--- src/rtl/cal_pkg.sv ---
package cal_pkg;
  typedef enum logic [1:0] {
    ST_IDLE   = 2'd0,
    ST_SETTLE = 2'd1,
    ST_REQ    = 2'd2,
    ST_WAIT   = 2'd3
  } cal_state_e;

  typedef enum logic {
    PH_OFS  = 1'b0,
    PH_GAIN = 1'b1
  } cal_phase_e;
endpackage

--- src/rtl/cal_settle_timer.sv ---
module cal_settle_timer #(
  parameter int CNT_MAX = 8
) (
  input  logic clk,
  input  logic rst_n,
  input  logic load_i,
  output logic elapsed_o
);
  localparam int CW = (CNT_MAX > 0) ? $clog2(CNT_MAX + 1) : 1;
  localparam logic [CW-1:0] CNT_LOAD = CW'(CNT_MAX);

  logic [CW-1:0] cnt_q;

  always_ff @(posedge clk or negedge rst_n) begin
    if (!rst_n) begin
      cnt_q <= '0;
    end else if (load_i) begin
      cnt_q <= CNT_LOAD;
    end else if (cnt_q != '0) begin
      cnt_q <= cnt_q - 1'b1;
    end
  end

  assign elapsed_o = (cnt_q == '0);


  elapsed_hold_chk: assert property (@(posedge clk) disable iff (!rst_n)
    (elapsed_o && !load_i) |=> elapsed_o);
endmodule

--- src/rtl/cal_sar_word.sv ---
module cal_sar_word #(
  parameter int MAG_W = 6
) (
  input  logic           clk,
  input  logic           rst_n,
  input  logic           init_i,
  input  logic           apply_i,
  input  logic           eq_i,
  input  logic           above_i,
  output logic [MAG_W:0] word_o,
  output logic           last_o
);
  localparam int IDX_W = $clog2(MAG_W + 1);
  localparam logic [IDX_W-1:0] DIR_IDX = IDX_W'(MAG_W);

  logic [MAG_W:0]   word_q, word_d;
  logic [IDX_W-1:0] idx_q, idx_d;

  always_comb begin
    word_d = word_q;
    idx_d  = idx_q;
    if (init_i) begin
      word_d = '0;
      idx_d  = DIR_IDX;
    end else if (apply_i && !eq_i) begin
      if (idx_q == DIR_IDX) begin
        word_d          = '0;
        word_d[MAG_W]   = above_i;
        word_d[MAG_W-1] = 1'b1;
        idx_d           = DIR_IDX - 1'b1;
      end else begin
        if (above_i != word_q[MAG_W]) word_d[idx_q] = 1'b0;
        if (idx_q != '0) begin
          word_d[idx_q - 1'b1] = 1'b1;
          idx_d                = idx_q - 1'b1;
        end
      end
    end
  end

  always_ff @(posedge clk or negedge rst_n) begin
    if (!rst_n) begin
      word_q <= '0;
      idx_q  <= DIR_IDX;
    end else begin
      word_q <= word_d;
      idx_q  <= idx_d;
    end
  end

  assign word_o = word_q;
  assign last_o = apply_i && (eq_i || (idx_q == '0));


  sign_hold_chk: assert property (@(posedge clk) disable iff (!rst_n)
    (!init_i && !(apply_i && idx_q == DIR_IDX)) |=> $stable(word_q[MAG_W]));
endmodule

--- src/rtl/cal_seq.sv ---
module cal_seq
  import cal_pkg::*;
#(
  parameter int DAC_W         = 12,
  parameter int ADC_W         = 12,
  parameter int MAG_W         = 6,
  parameter int SETTLE_CYCLES = 8,
  parameter int HALF_TARGET   = 2048,
  parameter int FULL_TARGET   = 4095
) (
  input  logic             clk,
  input  logic             rst_n,
  input  logic             start_i,
  output logic             busy_o,
  output logic             done_o,
  output logic [DAC_W-1:0] dac_code_o,
  output logic [MAG_W:0]   offset_word_o,
  output logic [MAG_W:0]   gain_word_o,
  output logic             meas_req_valid_o,
  input  logic             meas_req_ready_i,
  input  logic             meas_rsp_valid_i,
  output logic             meas_rsp_ready_o,
  input  logic [ADC_W-1:0] meas_rsp_data_i
);
  localparam logic [DAC_W-1:0] CODE_MID  = {1'b1, {(DAC_W-1){1'b0}}};
  localparam logic [DAC_W-1:0] CODE_FULL = {DAC_W{1'b1}};
  localparam logic [ADC_W-1:0] HALF_T    = ADC_W'(HALF_TARGET);
  localparam logic [ADC_W-1:0] FULL_T    = ADC_W'(FULL_TARGET);

  cal_state_e       state_q;
  cal_phase_e       phase_q;
  logic [DAC_W-1:0] code_q;
  logic             done_q;

  logic             start_ok, rsp_fire, settled;
  logic [ADC_W-1:0] target;
  logic             meas_eq, meas_above, phase_last;
  logic [1:0]       w_init, w_apply, w_last;
  logic [MAG_W:0]   w_word [2];

  assign start_ok   = (state_q == ST_IDLE) && start_i;
  assign rsp_fire   = (state_q == ST_WAIT) && meas_rsp_valid_i;
  assign target     = (phase_q == PH_GAIN) ? FULL_T : HALF_T;
  assign meas_eq    = (meas_rsp_data_i == target);
  assign meas_above = (meas_rsp_data_i > target);
  assign phase_last = (phase_q == PH_GAIN) ? w_last[1] : w_last[0];

  assign w_init[0] = start_ok;
  assign w_init[1] = start_ok || (rsp_fire && phase_q == PH_OFS && w_last[0]);

  cal_settle_timer #(.CNT_MAX(SETTLE_CYCLES)) u_timer (
    .clk       (clk),
    .rst_n     (rst_n),
    .load_i    (start_ok || rsp_fire),
    .elapsed_o (settled)
  );

  for (genvar g = 0; g < 2; g++) begin : g_word
    assign w_apply[g] = rsp_fire && (phase_q == cal_phase_e'(g));
    cal_sar_word #(.MAG_W(MAG_W)) u_word (
      .clk     (clk),
      .rst_n   (rst_n),
      .init_i  (w_init[g]),
      .apply_i (w_apply[g]),
      .eq_i    (meas_eq),
      .above_i (meas_above),
      .word_o  (w_word[g]),
      .last_o  (w_last[g])
    );
  end

  always_ff @(posedge clk or negedge rst_n) begin
    if (!rst_n) begin
      state_q <= ST_IDLE;
      phase_q <= PH_OFS;
      code_q  <= CODE_MID;
      done_q  <= 1'b0;
    end else begin
      done_q <= 1'b0;
      case (state_q)
        ST_IDLE: begin
          if (start_i) begin
            phase_q <= PH_OFS;
            code_q  <= CODE_MID;
            state_q <= ST_SETTLE;
          end
        end
        ST_SETTLE: if (settled) state_q <= ST_REQ;
        ST_REQ:    if (meas_req_ready_i) state_q <= ST_WAIT;
        ST_WAIT: begin
          if (meas_rsp_valid_i) begin
            if (phase_last && phase_q == PH_OFS) begin
              phase_q <= PH_GAIN;
              code_q  <= CODE_FULL;
              state_q <= ST_SETTLE;
            end else if (phase_last) begin
              done_q  <= 1'b1;
              state_q <= ST_IDLE;
            end else begin
              state_q <= ST_SETTLE;
            end
          end
        end
        default: state_q <= ST_IDLE;
      endcase
    end
  end

  assign busy_o           = (state_q != ST_IDLE);
  assign done_o           = done_q;
  assign dac_code_o       = code_q;
  assign offset_word_o    = w_word[0];
  assign gain_word_o      = w_word[1];
  assign meas_req_valid_o = (state_q == ST_REQ);
  assign meas_rsp_ready_o = (state_q == ST_WAIT);


  code_nonzero_chk: assert property (@(posedge clk) disable iff (!rst_n)
    dac_code_o != '0);

  req_hold_chk: assert property (@(posedge clk) disable iff (!rst_n)
    (meas_req_valid_o && !meas_req_ready_i) |=> meas_req_valid_o);

  req_quiet_chk: assert property (@(posedge clk) disable iff (!rst_n)
    meas_req_valid_o |-> ($stable(dac_code_o) && $stable(offset_word_o) && $stable(gain_word_o)));

  hs_excl_chk: assert property (@(posedge clk) disable iff (!rst_n)
    !(meas_req_valid_o && meas_rsp_ready_o));

  rsp_after_req_chk: assert property (@(posedge clk) disable iff (!rst_n)
    $rose(meas_rsp_ready_o) |-> $past(meas_req_valid_o && meas_req_ready_i));

  done_pulse_chk: assert property (@(posedge clk) disable iff (!rst_n)
    done_o |=> !done_o);

  done_idle_chk: assert property (@(posedge clk) disable iff (!rst_n)
    done_o |-> (!busy_o && $fell(busy_o)));
endmodule

--- config.mk ---
export PLATFORM = sky130hd
export DESIGN_NAME = cal_seq
export DESIGN_NICKNAME = d
export VERILOG_FILES = /design/src/rtl/cal_pkg.sv /design/src/rtl/cal_settle_timer.sv /design/src/rtl/cal_sar_word.sv /design/src/rtl/cal_seq.sv
export SDC_FILE = /design/constraint.sdc
export NUM_CORES = 1
export LEC_CHECK = 0
export BUFFER_PORTS_ARGS = -buffer_cell sky130_fd_sc_hd__buf_2
export CAP_MARGIN = 15
export CORE_MARGIN = 4
export CORE_UTILIZATION = 25
export CTS_BUF_LIST = sky130_fd_sc_hd__clkbuf_4 sky130_fd_sc_hd__clkbuf_8 sky130_fd_sc_hd__clkbuf_16
export CTS_CLUSTER_SIZE = 10
export DETAILED_ROUTE_END_ITERATION = 10
export HOLD_SLACK_MARGIN = 0.03
export PLACE_DENSITY_LB_ADDON = 0.1
export SLEW_MARGIN = 20
export SYNTH_ARGS = -nofsm -noshare
export SYNTH_HDL_FRONTEND = slang
export SYNTH_SLANG_ARGS = --single-unit
--- constraint.sdc ---
create_clock -name clk -period 5.5 [get_ports clk]
set_input_delay 0.55 -clock clk [delete_from_list [all_inputs] [get_ports clk]]
set_output_delay 0.55 -clock clk [all_outputs]
set_load 0.05 [all_outputs]
==> results.json, run 1 <==
{
  "status": "completed",
  "die_w_um": 103,
  "synth_top_area_share_pct": 26.8,
  "cts_root_buffer": "clkbuf_8",
  "syn_avg_cell_area_sq_um": 8.26,
  "ys_ff_latch": 28,
  "dr_total_vias": 2024,
  "syn_inst": 271,
  "finalMaxSlewViolations": 0,
  "pwr-share-clk_pct": 13.8,
  "syn_to_final_growth_pct": 13.9,
  "switching_share_pct": 51.5,
  "cts_buffers": 3,
  "synth_commonest_cells": "nand2_1 (32), nor2_1 (26), dfrtp_1 (24)",
  "cts_setup_buffers": 0,
  "r2r_setup_slack_ns": 2.54,
  "yosysMostFrequentCell": "nand2_1",
  "layout_setup_ws_ns": 2.54,
  "netlist_area_sq_mm": 0.00224,
  "num_antenna_cells": 0,
  "rsz0062_at_grt": "no",
  "synth_edf_count": 0,
  "layout-drive-gt1-share_pct": 21.3,
  "critPathMaxStageDelay_ns": 0.63,
  "ctsResizeCount": 0,
  "nets": 341,
  "gp_congestion": 0.799,
  "grt_max_degree": 29,
  "setup_viol": 0,
  "switching_power_w": 0.000634,
  "wl_um": 5920,
  "p_per_area_mw_per_mm2": 483,
  "cts_hold_buffers": 0,
  "firstDrtPassIters": 4,
  "synth_nets": 310,
  "crit_type": "register to register",
  "clock-sinks": 28,
  "port_buffers": 45,
  "path_cells": "inv_1, ha_1, a211oi_2, nor2_2, a2111oi_2, a21bo_4, xor2_2, o311ai_1, o21ai_1",
  "cp.arrival_ns": 3.18,
  "finalCritPeriodShare_pct": 53.8,
  "hold_violations": 0,
  "drtIter0Drc": 129,
  "viasPerCell": 4.95,
  "synth_area_leaders": "dfrtp_1 (27%), ha_1 (12%), nand2_1 (5.4%)",
  "start_kind": "register",
  "slowest_stage": "dfrtp_1",
  "synth-async-reset-ratio_pct": 100,
  "pin_count": 47,
  "finClkSkew_ns": 0.00914,
  "routedWlPerCell_um": 14.5,
  "grt-ovfl-total": 0,
  "ys_dominant_reg_cell": "dfrtp_1",
  "power_leakage_nw": 1.17,
  "grt_antenna_before_repair": 0,
  "path_clk_slew_ns": 0.11,
  "dp_hpwl_um": 4440,
  "timing.rr.start": "dac_code_o[9]",
  "cap_violations": 0,
  "grt_use_total_pct": 11.4,
  "start_util_pct": 25.7,
  "ys_types": 53,
  "die_y_um": 103,
  "pwr-share-seq_pct": 28.8,
  "insertion_delay_ns": 0.28,
  "ctsLongestPathBuffers": 2,
  "place_ws_ns": 2.53,
  "worst_pin_slew_ns": 0.690,
  "fp-row-count": 34,
  "fmax_mhz": 338,
  "synth_top_cell_by_area": "dfrtp_1",
  "internal-power_w": 0.000597,
  "grt_pass1_wl_um": 9650,
  "peakVddDrop_v": 0.000111,
  "reg2regPathDepth": 9,
  "hp-class": "primary input to async pin",
  "whs_ns": 0.290,
  "setup-tns-final_ns": 0,
  "synth_seq_area_share_pct": 31.5,
  "drc": 0,
  "synth_warnings": 0,
  "die_area_sq_mm": 0.0105,
  "worst_r2r_endpoint": "g_word[0].u_word.word_o[2]",
  "slew_headroom_pct": 54.0,
  "grt_pass1_vias": 1930,
  "pwr-share-comb_pct": 57.4,
  "cp_max_fo": 19,
  "required_ns": 5.72,
  "cp-end-kind": "register",
  "fin_crit_ns": 2.96,
  "cts_max_level": 1,
  "ant_nets": 0,
  "cts_tree": "yes",
  "core-area_sq_mm": 0.00872
}
## worst max-delay path, delay by kind of cell, from the launching register on
kind / cells / cell delay [ns]
AND/OR/NAND/NOR: 1 / 0.09
flip-flops: 1 / 0.63
AO/OA/AOI/OAI: 5 / 1.19
buffers and inverters: 1 / 0.29
adder cells (fa/ha/maj): 1 / 0.37
XOR/XNOR: 1 / 0.34
## power by group through the flow
stage,registers [W],clock network [W],logic (W)
after global routing,0.000366,0.000189,0.000787
after CTS,0.000354,0.000178,0.000713
after floorplan,0.000414,0,0.000496
after detailed placement,0.000357,0,0.000709
after global placement,0.000361,0,0.000718
final,0.000354,0.000170,0.000707
## cells in the final DEF (no fill, tap or decap), types with 3 or more instances in the layout
cell type  instances
nor2_1            26
dfstp_2            4
nand2_1           32
o311ai_1           4
a31oi_1            3
or3_1              7
a211oi_1           5
inv_1             15
buf_2             45
o32ai_1            3
ha_1              22
nor3_1             8
a21oi_1           21
dfrtp_1           24
clkbuf_8           3
nand3_1            9
o21a_1             3
o22ai_1            3
nor4_1             8
nand2b_1           3
o211ai_1           3
o21ai_0           12
## sequential cells by signal, indices dropped and copies added, names as in the netlist
signal                count
g_word.u_word.idx_q       6
g_word.u_word.word_o     14
done_o                    1
u_timer.cnt_q             4
dac_code_o                1
state_q                   2
## worst max-delay path by stage
stage / from / endpoint / slack [ns] / cells past startpoint
after floorplan: dac_code_o[9] / g_word[0].u_word.word_o[2] / 2.83 / 9
after detailed placement: dac_code_o[9] / g_word[0].u_word.word_o[2] / 2.53 / 9
after CTS: dac_code_o[9] / g_word[0].u_word.word_o[2] / 2.50 / 9
after global placement: dac_code_o[9] / g_word[0].u_word.word_o[2] / 2.60 / 9
after global routing: dac_code_o[9] / g_word[1].u_word.idx_q[0] / 2.19 / 9
final: dac_code_o[9] / g_word[0].u_word.word_o[2] / 2.54 / 9
## metrics by stage
stage	total power, W	instance area (sq um)	util, %	cells
after floorplan	0.000909	2240	-	271
after global placement	0.00108	2480	28.4	405
after detailed placement	0.00107	2480	28.4	405
after CTS	0.00125	2550	29.2	409
after global routing	0.00134	2550	29.2	409
final	0.00123	2550	29.2	409
## kinds of logic after synthesis
logic type	Yosys count	share of synthesized area, %
flip-flops	28	31.5
buffers and inverters	35	8.10
other	1	0.168
adder cells (fa/ha/maj)	22	12.3
XOR/XNOR	3	1.51
multiplexers	3	1.40
AND/OR/NAND/NOR	107	23.1
AO/OA/AOI/OAI	72	21.9
## layer usage
layer	up-vias	GRT usage (%)	part of all wire, %
li1	1032	-	-
met1	918	17.3	51
met2	69	16.9	40
met3	5	1.56	7.4
met4	0	2.72	1.0
met5	-	0	0
## cell type report
| cell class | instances | area [sq um] |
|---|---|---|
| timing repair buffer | 45 | 225 |
| tap | 108 | 135 |
| clock inverter | 1 | 30.0 |
| clock buffer | 3 | 41.3 |
| sequential | 28 | 706 |
| fill | 912 | 6170 |
| multi-input combinational | 208 | 1350 |
| inverter | 16 | 60.1 |
Power figures use the tool's default switching activity.
==> run 2, diff against run 1 <==
==> constraint.sdc (replaced) <==
create_clock -name clk -period 2.8 [get_ports clk]
set_input_delay 0.28 -clock clk [delete_from_list [all_inputs] [get_ports clk]]
set_output_delay 0.28 -clock clk [all_outputs]
set_load 0.05 [all_outputs]
==> run 2 against run 1 <==
  * Sequential cell count unchanged
  * Highest routed layer unchanged
  * Clock skew down 0.0055 ns
  * Cell count up 0.98%
  * Global-route usage up 0.29 points
  * Utilization up 0.39 points
  * Sequential share of layout area down 0.31 points
==> results.json, run 2 (same netlist as run 1, synthesis figures left out) <==
{
  "rsz0062_at_grt": "no",
  "finClkSkew_ns": 0.00363,
  "die_w_um": 103,
  "fp-row-count": 34,
  "dr_total_vias": 2047,
  "setup_viol": 0,
  "fmax_mhz": 387,
  "finalCritPeriodShare_pct": 92.3,
  "clock-sinks": 28,
  "reg2regPathDepth": 9,
  "gp_congestion": 0.839,
  "num_antenna_cells": 0,
  "nets": 345,
  "pwr-share-seq_pct": 29.3,
  "ant_nets": 0,
  "grt_use_total_pct": 11.7,
  "syn_to_final_growth_pct": 15.4,
  "worst_r2r_endpoint": "g_word[0].u_word.word_o[2]",
  "pin_count": 47,
  "cp.arrival_ns": 2.79,
  "switching_power_w": 0.00125,
  "largest_reg_flops": 14,
  "cp_max_fo": 6,
  "cts_max_level": 1,
  "viasPerCell": 4.96,
  "cts_tree": "yes",
  "final_common_cell": "buf_2",
  "power_leakage_nw": 1.18,
  "worst_pin_slew_ns": 0.698,
  "dp_hpwl_um": 4600,
  "insertion_delay_ns": 0.28,
  "cts_setup_buffers": 0,
  "final_cell_mix": "buf_2 (45), nand2_1 (32), nor2_1 (26), dfrtp_1 (23)",
  "hp-class": "primary input to async pin",
  "fillers": 950,
  "die_y_um": 103,
  "peakVddDrop_v": 0.000256,
  "place_ws_ns": 0.201,
  "timing.rr.start": "dac_code_o[9]",
  "hold_violations": 0,
  "internal-power_w": 0.00111,
  "finalMaxSlewViolations": 0,
  "core-area_sq_mm": 0.00872,
  "start_kind": "register",
  "grt_max_degree": 29,
  "port_buffers": 45,
  "path_clk_slew_ns": 0.10,
  "routedWlPerCell_um": 14.9,
  "switching_share_pct": 52.8,
  "cts_buffers": 3,
  "die_area_sq_mm": 0.0105,
  "drc": 0,
  "pwr-share-clk_pct": 11.0,
  "required_ns": 3.01,
  "grt_antenna_before_repair": 0,
  "cap_violations": 0,
  "p_per_area_mw_per_mm2": 914,
  "grt_pass1_wl_um": 9950,
  "layout-drive-gt1-share_pct": 23.3,
  "wl_um": 6160,
  "firstDrtPassIters": 5,
  "cts_root_buffer": "clkbuf_8",
  "status": "completed",
  "slew_headroom_pct": 53.5,
  "grt_pass1_vias": 1980,
  "r2r_setup_slack_ns": 0.21,
  "layout_setup_ws_ns": 0.215,
  "ctsLongestPathBuffers": 2,
  "drtIter0Drc": 71,
  "power_w": 0.00236,
  "cp-end-kind": "register",
  "setup-tns-final_ns": 0,
  "grt-ovfl-total": 0,
  "startpoint": "dac_code_o[9]",
  "fin_crit_ns": 2.59,
  "pwr-share-comb_pct": 59.7,
  "placed_area_sq_mm": 0.00250,
  "start_util_pct": 25.7,
  "fin_area_sq_mm": 0.00258,
  "crit_type": "register to register"
}
run 2: worst max-delay path by stage:
stage	to	depth (start not counted)
3_3_place_gp	g_word[0].u_word.word_o[2]	9
5_1_grt	g_word[0].u_word.word_o[3]	9
4_1_cts	g_word[0].u_word.word_o[2]	9
3_5_place_dp	g_word[0].u_word.word_o[2]	9
6_report	g_word[0].u_word.word_o[2]	9
2_1_floorplan	g_word[0].u_word.word_o[2]	9
run 2: per-layer routing:
layer	global-route usage [%]	routed length [um]
met5	0	0
met4	2.42	50
met3	1.08	311
met2	18.7	2660
met1	17.1	3140
run 2: stage by stage:
stage                     cells  util (%)  hold WS [ns]
final                       413      29.6        0.0366
after global routing        413      29.6        0.0817
after CTS                   412      29.3        0.0573
after detailed placement    408      28.7         0.379
after global placement      408      28.7         0.374
after floorplan             271         -       -0.0156
run 2: cell type report:
cell class / count / area (sq um) / area share [%]
clock buffer: 4 / 55.1 / 2.13
inverter: 16 / 63.8 / 2.47
multi-input combinational: 208 / 1370 / 52.9
sequential: 28 / 707 / 27.4
tap: 108 / 135 / 5.23
timing repair buffer: 48 / 248 / 9.59
timing repair inverter: 1 / 7.51 / 0.291
run 2: power groups by stage:
stage	registers, W	clock network [W]	logic, W
after floorplan	0.000813	0	0.000974
after global placement	0.000700	0	0.00142
after detailed placement	0.000696	0	0.00141
after CTS	0.000690	0.000278	0.00141
after global routing	0.000719	0.000295	0.00157
final	0.000691	0.000261	0.00141
run 2: critical path, stage by stage, from the launching register on:
cell and delay, ns:
dfrtp_2 0.44, clkinvlp_4 0.16, ha_2 0.42, nand4_2 0.14
or2_0 0.24, mux2_2 0.29, a21bo_4 0.22, xor2_2 0.36
o311ai_1 0.15, o21ai_1 0.10
run 2: timing repair:
action / in CTS / in global routing
setup endpoints to repair: 0 / 5
hold buffers: 0 / 0
gates resized for setup: 0 / 5
